## src/rtl/byte_alu_pkg.sv

```systemverilog
package byte_alu_pkg;
  localparam int DATA_W = 8;
  localparam int NIB_W  = DATA_W / 2;
  localparam int OP_W   = 3;

  // flag byte bit positions, decoded by neighbouring logic
  localparam int FLG_SIGN = 7;
  localparam int FLG_ZERO = 6;
  localparam int FLG_HALF = 4;
  localparam int FLG_PV   = 2;
  localparam int FLG_SUB  = 1;
  localparam int FLG_CRY  = 0;

  typedef enum logic [OP_W-1:0] {
    OP_ADD  = 3'd0,
    OP_ADC  = 3'd1,
    OP_SUB  = 3'd2,
    OP_SBC  = 3'd3,
    OP_AND  = 3'd4,
    OP_OR   = 3'd5,
    OP_XOR  = 3'd6,
    OP_XOR2 = 3'd7
  } aluOp_e;

  typedef enum logic [1:0] {
    LF_AND = 2'd0,
    LF_OR  = 2'd1,
    LF_XOR = 2'd2
  } logicFn_e;

  typedef struct packed {
    logic     subMode;
    logic     carryUse;
    logic     logicMode;
    logicFn_e logicFn;
  } aluStrobes_t;
endpackage

```

## src/rtl/byte_alu_ctrl.sv

```systemverilog
module byte_alu_ctrl
  import byte_alu_pkg::*;
(
  input  logic [OP_W-1:0] opSel,
  output aluStrobes_t     strobes
);
  always_comb begin
    strobes = '{subMode: 1'b0, carryUse: 1'b0, logicMode: 1'b0, logicFn: LF_AND};
    unique case (aluOp_e'(opSel))
      OP_ADD:  ;
      OP_ADC:  strobes.carryUse = 1'b1;
      OP_SUB:  strobes.subMode  = 1'b1;
      OP_SBC: begin
        strobes.subMode  = 1'b1;
        strobes.carryUse = 1'b1;
      end
      OP_AND: strobes.logicMode = 1'b1;
      OP_OR: begin
        strobes.logicMode = 1'b1;
        strobes.logicFn   = LF_OR;
      end
      OP_XOR, OP_XOR2: begin
        strobes.logicMode = 1'b1;
        strobes.logicFn   = LF_XOR;
      end
      default: ;
    endcase
  end
endmodule

```

## src/rtl/byte_alu_dp.sv

```systemverilog
module byte_alu_dp
  import byte_alu_pkg::*;
(
  input  aluStrobes_t       strobes,
  input  logic [DATA_W-1:0] opA,
  input  logic [DATA_W-1:0] opB,
  input  logic              storedCarry,
  output logic [DATA_W-1:0] result,
  output logic [DATA_W-1:0] flagsNow
);
  logic [DATA_W-1:0] bOperand;
  logic              cinEff;
  logic [DATA_W:0]   fullSum;
  logic [NIB_W:0]    nibSum;
  logic [DATA_W-1:0] arithRes;
  logic [DATA_W-1:0] logicRes;
  logic              arithCarry;
  logic              arithHalf;
  logic              arithOvf;
  logic              halfBit;
  logic              pvBit;
  logic              cryBit;

  // subtraction as A + ~B + ~borrow; raw carries are inverted back to borrows
  always_comb begin
    bOperand = strobes.subMode ? ~opB : opB;
    cinEff   = (strobes.carryUse & storedCarry) ^ strobes.subMode;
    fullSum  = {1'b0, opA} + {1'b0, bOperand} + {{DATA_W{1'b0}}, cinEff};
    nibSum   = {1'b0, opA[NIB_W-1:0]} + {1'b0, bOperand[NIB_W-1:0]}
               + {{NIB_W{1'b0}}, cinEff};
    arithRes   = fullSum[DATA_W-1:0];
    arithCarry = fullSum[DATA_W] ^ strobes.subMode;
    arithHalf  = nibSum[NIB_W] ^ strobes.subMode;
    arithOvf   = (opA[DATA_W-1] == bOperand[DATA_W-1])
                 && (arithRes[DATA_W-1] != opA[DATA_W-1]);
  end

  always_comb begin
    unique case (strobes.logicFn)
      LF_AND:  logicRes = opA & opB;
      LF_OR:   logicRes = opA | opB;
      default: logicRes = opA ^ opB;
    endcase
  end

  always_comb begin
    if (strobes.logicMode) begin
      result  = logicRes;
      halfBit = (strobes.logicFn == LF_AND);
      pvBit   = ~^logicRes;
      cryBit  = 1'b0;
    end else begin
      result  = arithRes;
      halfBit = arithHalf;
      pvBit   = arithOvf;
      cryBit  = arithCarry;
    end
  end

  always_comb begin
    flagsNow           = '0;
    flagsNow[FLG_SIGN] = result[DATA_W-1];
    flagsNow[FLG_ZERO] = (result == '0);
    flagsNow[FLG_HALF] = halfBit;
    flagsNow[FLG_PV]   = pvBit;
    flagsNow[FLG_SUB]  = strobes.subMode & ~strobes.logicMode;
    flagsNow[FLG_CRY]  = cryBit;
  end
endmodule

```

## src/rtl/byte_alu_freg.sv

```systemverilog
module byte_alu_freg
  import byte_alu_pkg::*;
(
  input  logic              clk,
  input  logic              rstN,
  input  logic              wrEn,
  input  logic [DATA_W-1:0] flagsIn,
  output logic [DATA_W-1:0] flagsOut
);
  always_ff @(posedge clk or negedge rstN) begin
    if (!rstN)     flagsOut <= '0;
    else if (wrEn) flagsOut <= flagsIn;
  end
endmodule

```

## src/rtl/byte_alu.sv

```systemverilog
module byte_alu
  import byte_alu_pkg::*;
(
  input  logic              clk,
  input  logic              rstN,
  input  logic [DATA_W-1:0] opA,
  input  logic [DATA_W-1:0] opB,
  input  logic [OP_W-1:0]   opSel,
  input  logic              flagWrEn,
  output logic [DATA_W-1:0] result,
  output logic [DATA_W-1:0] flagsNow,
  output logic [DATA_W-1:0] flagReg
);
  aluStrobes_t strobes;

  byte_alu_ctrl u_ctrl (
    .opSel   (opSel),
    .strobes (strobes)
  );

  byte_alu_dp u_dp (
    .strobes     (strobes),
    .opA         (opA),
    .opB         (opB),
    .storedCarry (flagReg[FLG_CRY]),
    .result      (result),
    .flagsNow    (flagsNow)
  );

  byte_alu_freg u_freg (
    .clk      (clk),
    .rstN     (rstN),
    .wrEn     (flagWrEn),
    .flagsIn  (flagsNow),
    .flagsOut (flagReg)
  );
endmodule

```

## config.mk

```make
export PLATFORM = sky130hd
export DESIGN_NAME = byte_alu
export DESIGN_NICKNAME = d
export VERILOG_FILES = /design/src/rtl/byte_alu_pkg.sv /design/src/rtl/byte_alu_ctrl.sv /design/src/rtl/byte_alu_dp.sv /design/src/rtl/byte_alu_freg.sv /design/src/rtl/byte_alu.sv
export SDC_FILE = /design/constraint.sdc
export NUM_CORES = 1
export LEC_CHECK = 0
export BUFFER_PORTS_ARGS = -buffer_cell sky130_fd_sc_hd__buf_4
export CAP_MARGIN = 20
export CORE_ASPECT_RATIO = 1.1
export CORE_MARGIN = 2
export CORE_UTILIZATION = 30
export CTS_BUF_LIST = sky130_fd_sc_hd__clkbuf_4 sky130_fd_sc_hd__clkbuf_8
export DETAILED_ROUTE_END_ITERATION = 8
export GPL_ROUTABILITY_DRIVEN = 0
export SYNTH_ARGS = -nofsm -noshare
export SYNTH_HDL_FRONTEND = slang
export SYNTH_HIERARCHICAL = 1
export SYNTH_SLANG_ARGS = --single-unit
```

## constraint.sdc

```tcl
create_clock -name clk -period 4.7 [get_ports clk]
set_input_delay 0.47 -clock clk [delete_from_list [all_inputs] [get_ports clk]]
set_output_delay 0.47 -clock clk [all_outputs]
set_load 0.03 [all_outputs]
```

==> qor.yml <==
pwr:
  p_comb_frac: 0.667
  p_per_area_nw_per_um2: 264
  p_sw_frac: 0.443
  internal_power_w: 0.000283
  power_frac_clock: 0.159
  power_frac_seq: 0.174
  p_leak_nw: 1.01
  p_sw_w: 0.000225
  ir_drop_v: 0.000122
job:
  drv_cap: 0
clocking:
  ctsRootBufferMaster: "clkbuf_8"
  insertion_delay_ns: 0.23
  cts_setup_buffers: 0
  clkTransAtPathRegs_ns: 0.04
  numCtsBuffers: 3
  hold_buffers: 0
  cts_tree: "done"
  h-tree-depth: 1
  cts.path.max_buffers: 2
  ctsResizeCount: 0
  clock_sinks: 8
timing:
  rsz0062_at_grt: "false"
  fin_crit_sh: 0.844
  fin_skew_ns: 0.00107
  finalMaxSlewViolations: 0
  fin_crit_ns: 3.97
  finalSetupViolCount: 0
  finalHoldViolCount: 0
  setup_ws_ns: 0.731
  finalSetupTns_ns: 0
  slew_headroom: 0.592
  tightest_slew_ns: 0.612
  fmax_mhz: 252
yosys:
  synth-compound-area-share: 0.122
  synth_seq_cells: 8
  ys_seq_area_frac: 0.129
  synth_top_area_frac: 0.193
  yosysWarnings: 6
  synth_area_sq_um: 1550
  synth_top_family_by_area: "adder cells"
  synth_cell_types: 40
  syn_avg_cell_area_sq_um: 8.31
  synth.top_cells.by_area: "ha_1 19%, dfrtp_1 13%, mux2_4 8.7%"
  syn_inst: 187
  synth-simple-area-share: 0.195
  synth.largest_area_cell: "ha_1"
  synth_xor_area_frac: 0.110
  synth_fa_ha_area_frac: 0.219
  synth_mux_area_frac: 0.120
floorplanning:
  core_area_sq_um: 5000
  initial_core_util: 0.311
  die_w_um: 72.6
  ioPinCount: 46
  num_rows: 27
  dieArea_sq_um: 5770
  fp.dieH_um: 79.5
worst_setup_path:
  end_kind: "output pin"
  reg2regPathDepth: 11
  r2r-end: "u_freg/flagsOut[6]"
  crit_start: "opSel[2]"
  cp_common_cell: "buf_4"
  cp_num_cells: 14
  crit_chain: "buf_4 -> nor2b_1 -> buf_4 -> inv_1 -> xnor2_1 -> fa_1 -> inv_1 -> fa_1 -> xor2_1 -> mux2_2 -> or3_1 -> or3_1 -> nor4_2 -> buf_4"
  ff2ff_setup_slack_ns: 1.80
  crit_arrival_ns: 3.50
  worstSetupPathType: "in -> out"
  setup.worst_path.start_class: "input port"
  worstPathMaxFanout: 26
  path_buf_inv: 5
  worst_path_dominant_cell_family: "simple AND/OR/NAND/NOR gates"
  worstPathRequired_ns: 4.23
  r2r-start: "u_freg/flagsOut[0]"
  cpPeakStageDelay_ns: 0.39
  critPathSlowestCell: "fa_1"
  setup.worst_path.end: "flagsNow[6]"
finish:
  fillerInstances: 519
  reg_top3: "u_freg/flagsOut x8"
  largest_reg_flops: 8
  n_antenna_cell: 0
  register_area_sq_um: 200
  multiInputGateArea_sq_um: 1200
  regMostFlops: "u_freg/flagsOut"
  drive_gt1_frac: 0.270
  final_nets: 272
  area_delta_synth_final_pct: 23.9
route:
  post-route-drc-count: 0
  routed_via_density: 4.84
  dr.first_iter.drc_count: 64
  vias: 1354
  routed_wl_um: 3410
  ant_nets: 0
  drtPass1Iterations: 4
  wl_per_cell_um: 12.2
placed_design:
  dpl_worst_slack_ns: 0.693
  io_buffer_count: 43
  dp_hpwl_um: 2890
global_route:
  grt_max_degree: 27
  grt_pass1_wl_um: 5630
  grt_overflow: 0
  antenna_found_initial: 0
  grt_pass1_vias: 1268
  grt_usage: 0.122
min_path:
  hold_class: "in -> async"
status:
  outcome: "finished, final reports clean"
## cell families after synthesis
group,after synthesis
AOI/OAI and AO/OA,29
xor gates and xnor gates,18
adders and majority gates,26
buffers and inverters,34
DFF,8
muxes,14
other,1
and+or+nand+nor,57
## how the worst min path moves through the flow
stage / start / end / slack, ns / cells after the start
6_report: rstN / u_freg/flagsOut[1] / 0.05 / 1
5_1_grt: rstN / u_freg/flagsOut[1] / 0.05 / 1
3_5_place_dp: rstN / u_freg/flagsOut[0] / 0.29 / 1
4_1_cts: rstN / u_freg/flagsOut[1] / 0.05 / 1
3_3_place_gp: rstN / u_freg/flagsOut[1] / 0.29 / 1
2_1_floorplan: rstN / u_freg/flagsOut[0] / 0.17 / 0
## synthesized netlist by cell type
cell type	instances
buf_2	1
o41ai_1	1
nor2b_1	4
fa_1	2
o21ai_0	8
mux2_4	9
mux2i_1	4
nand2b_1	2
xnor3_1	1
or4b_2	1
and3_1	1
nand2_1	14
xnor2_1	8
buf_4	6
mux2_2	1
and3b_1	1
a221oi_1	1
o21a_1	2
or3_1	2
clkbuf_1	5
nor2_1	12
or4_1	1
nor4_2	1
a21boi_0	1
buf_6	1
nor3b_1	4
nand3_1	2
inv_1	20
o31a_1	2
a21o_1	2
xor2_1	9
o31ai_1	7
and2_1	6
nor3_1	5
ha_1	24
dfrtp_1	8
conb_1	1
nand3b_1	1
a21oi_1	5
buf_1	1
## cells in the final DEF, fill, tap and decap left out, drive strengths merged, types with 2 or more instances in the layout
cell type | Yosys | layout
nand2b | 2 | 2
xnor2 | 8 | 8
ha | 24 | 24
a21oi | 5 | 5
nor3b | 4 | 4
dfrtp | 8 | 8
nor2 | 12 | 12
mux2i | 4 | 4
o31a | 2 | 2
or3 | 2 | 2
o21a | 2 | 2
nand2 | 14 | 14
buf | 9 | 45
conb | 1 | 2
nor3 | 5 | 5
and2 | 6 | 6
clkbuf | 5 | 3
nand3 | 2 | 2
mux2 | 10 | 10
o31ai | 7 | 7
o21ai | 8 | 8
fa | 2 | 2
a21o | 2 | 2
nor2b | 4 | 4
inv | 20 | 20
xor2 | 9 | 9
## metrics by stage
stage               std cells  utilization  instance area (sq um)  hold WS (ns)  total power, W
global placement          277        0.377                   1880         0.291        0.000428
detailed placement        277        0.377                   1880         0.293        0.000430
CTS                       280        0.385                   1930        0.0480        0.000516
floorplan                 188            -                   1560         0.174        0.000335
finish                    280        0.385                   1930        0.0504        0.000508
global route              280        0.385                   1930        0.0478        0.000546
## final cells by class
cell class	instances	share of cell area
multi-input combinational	146	0.622
timing repair buffer	45	0.175
sequential	8	0.104
inverter	20	0.0390
tap	58	0.0377
clock buffer	3	0.0214
## metal layers
layer,track usage,part of all wire,vias to the layer above
li1,-,-,697
met5,0,0,-
met4,0.0426,0.0091,0
met2,0.209,0.49,45
met1,0.157,0.44,608
met3,0.0114,0.055,4
## power by group through the flow
stage	Combinational, W	Sequential [W]	Clock (W)
6_report	0.000339	0.0000886	0.0000809
5_1_grt	0.000368	0.0000902	0.0000884
4_1_cts	0.000342	0.0000888	0.0000848
3_5_place_dp	0.000341	0.0000897	0
3_3_place_gp	0.000339	0.0000892	0
2_1_floorplan	0.000222	0.000113	0
Note: power is estimated with default switching activity, not from simulation.
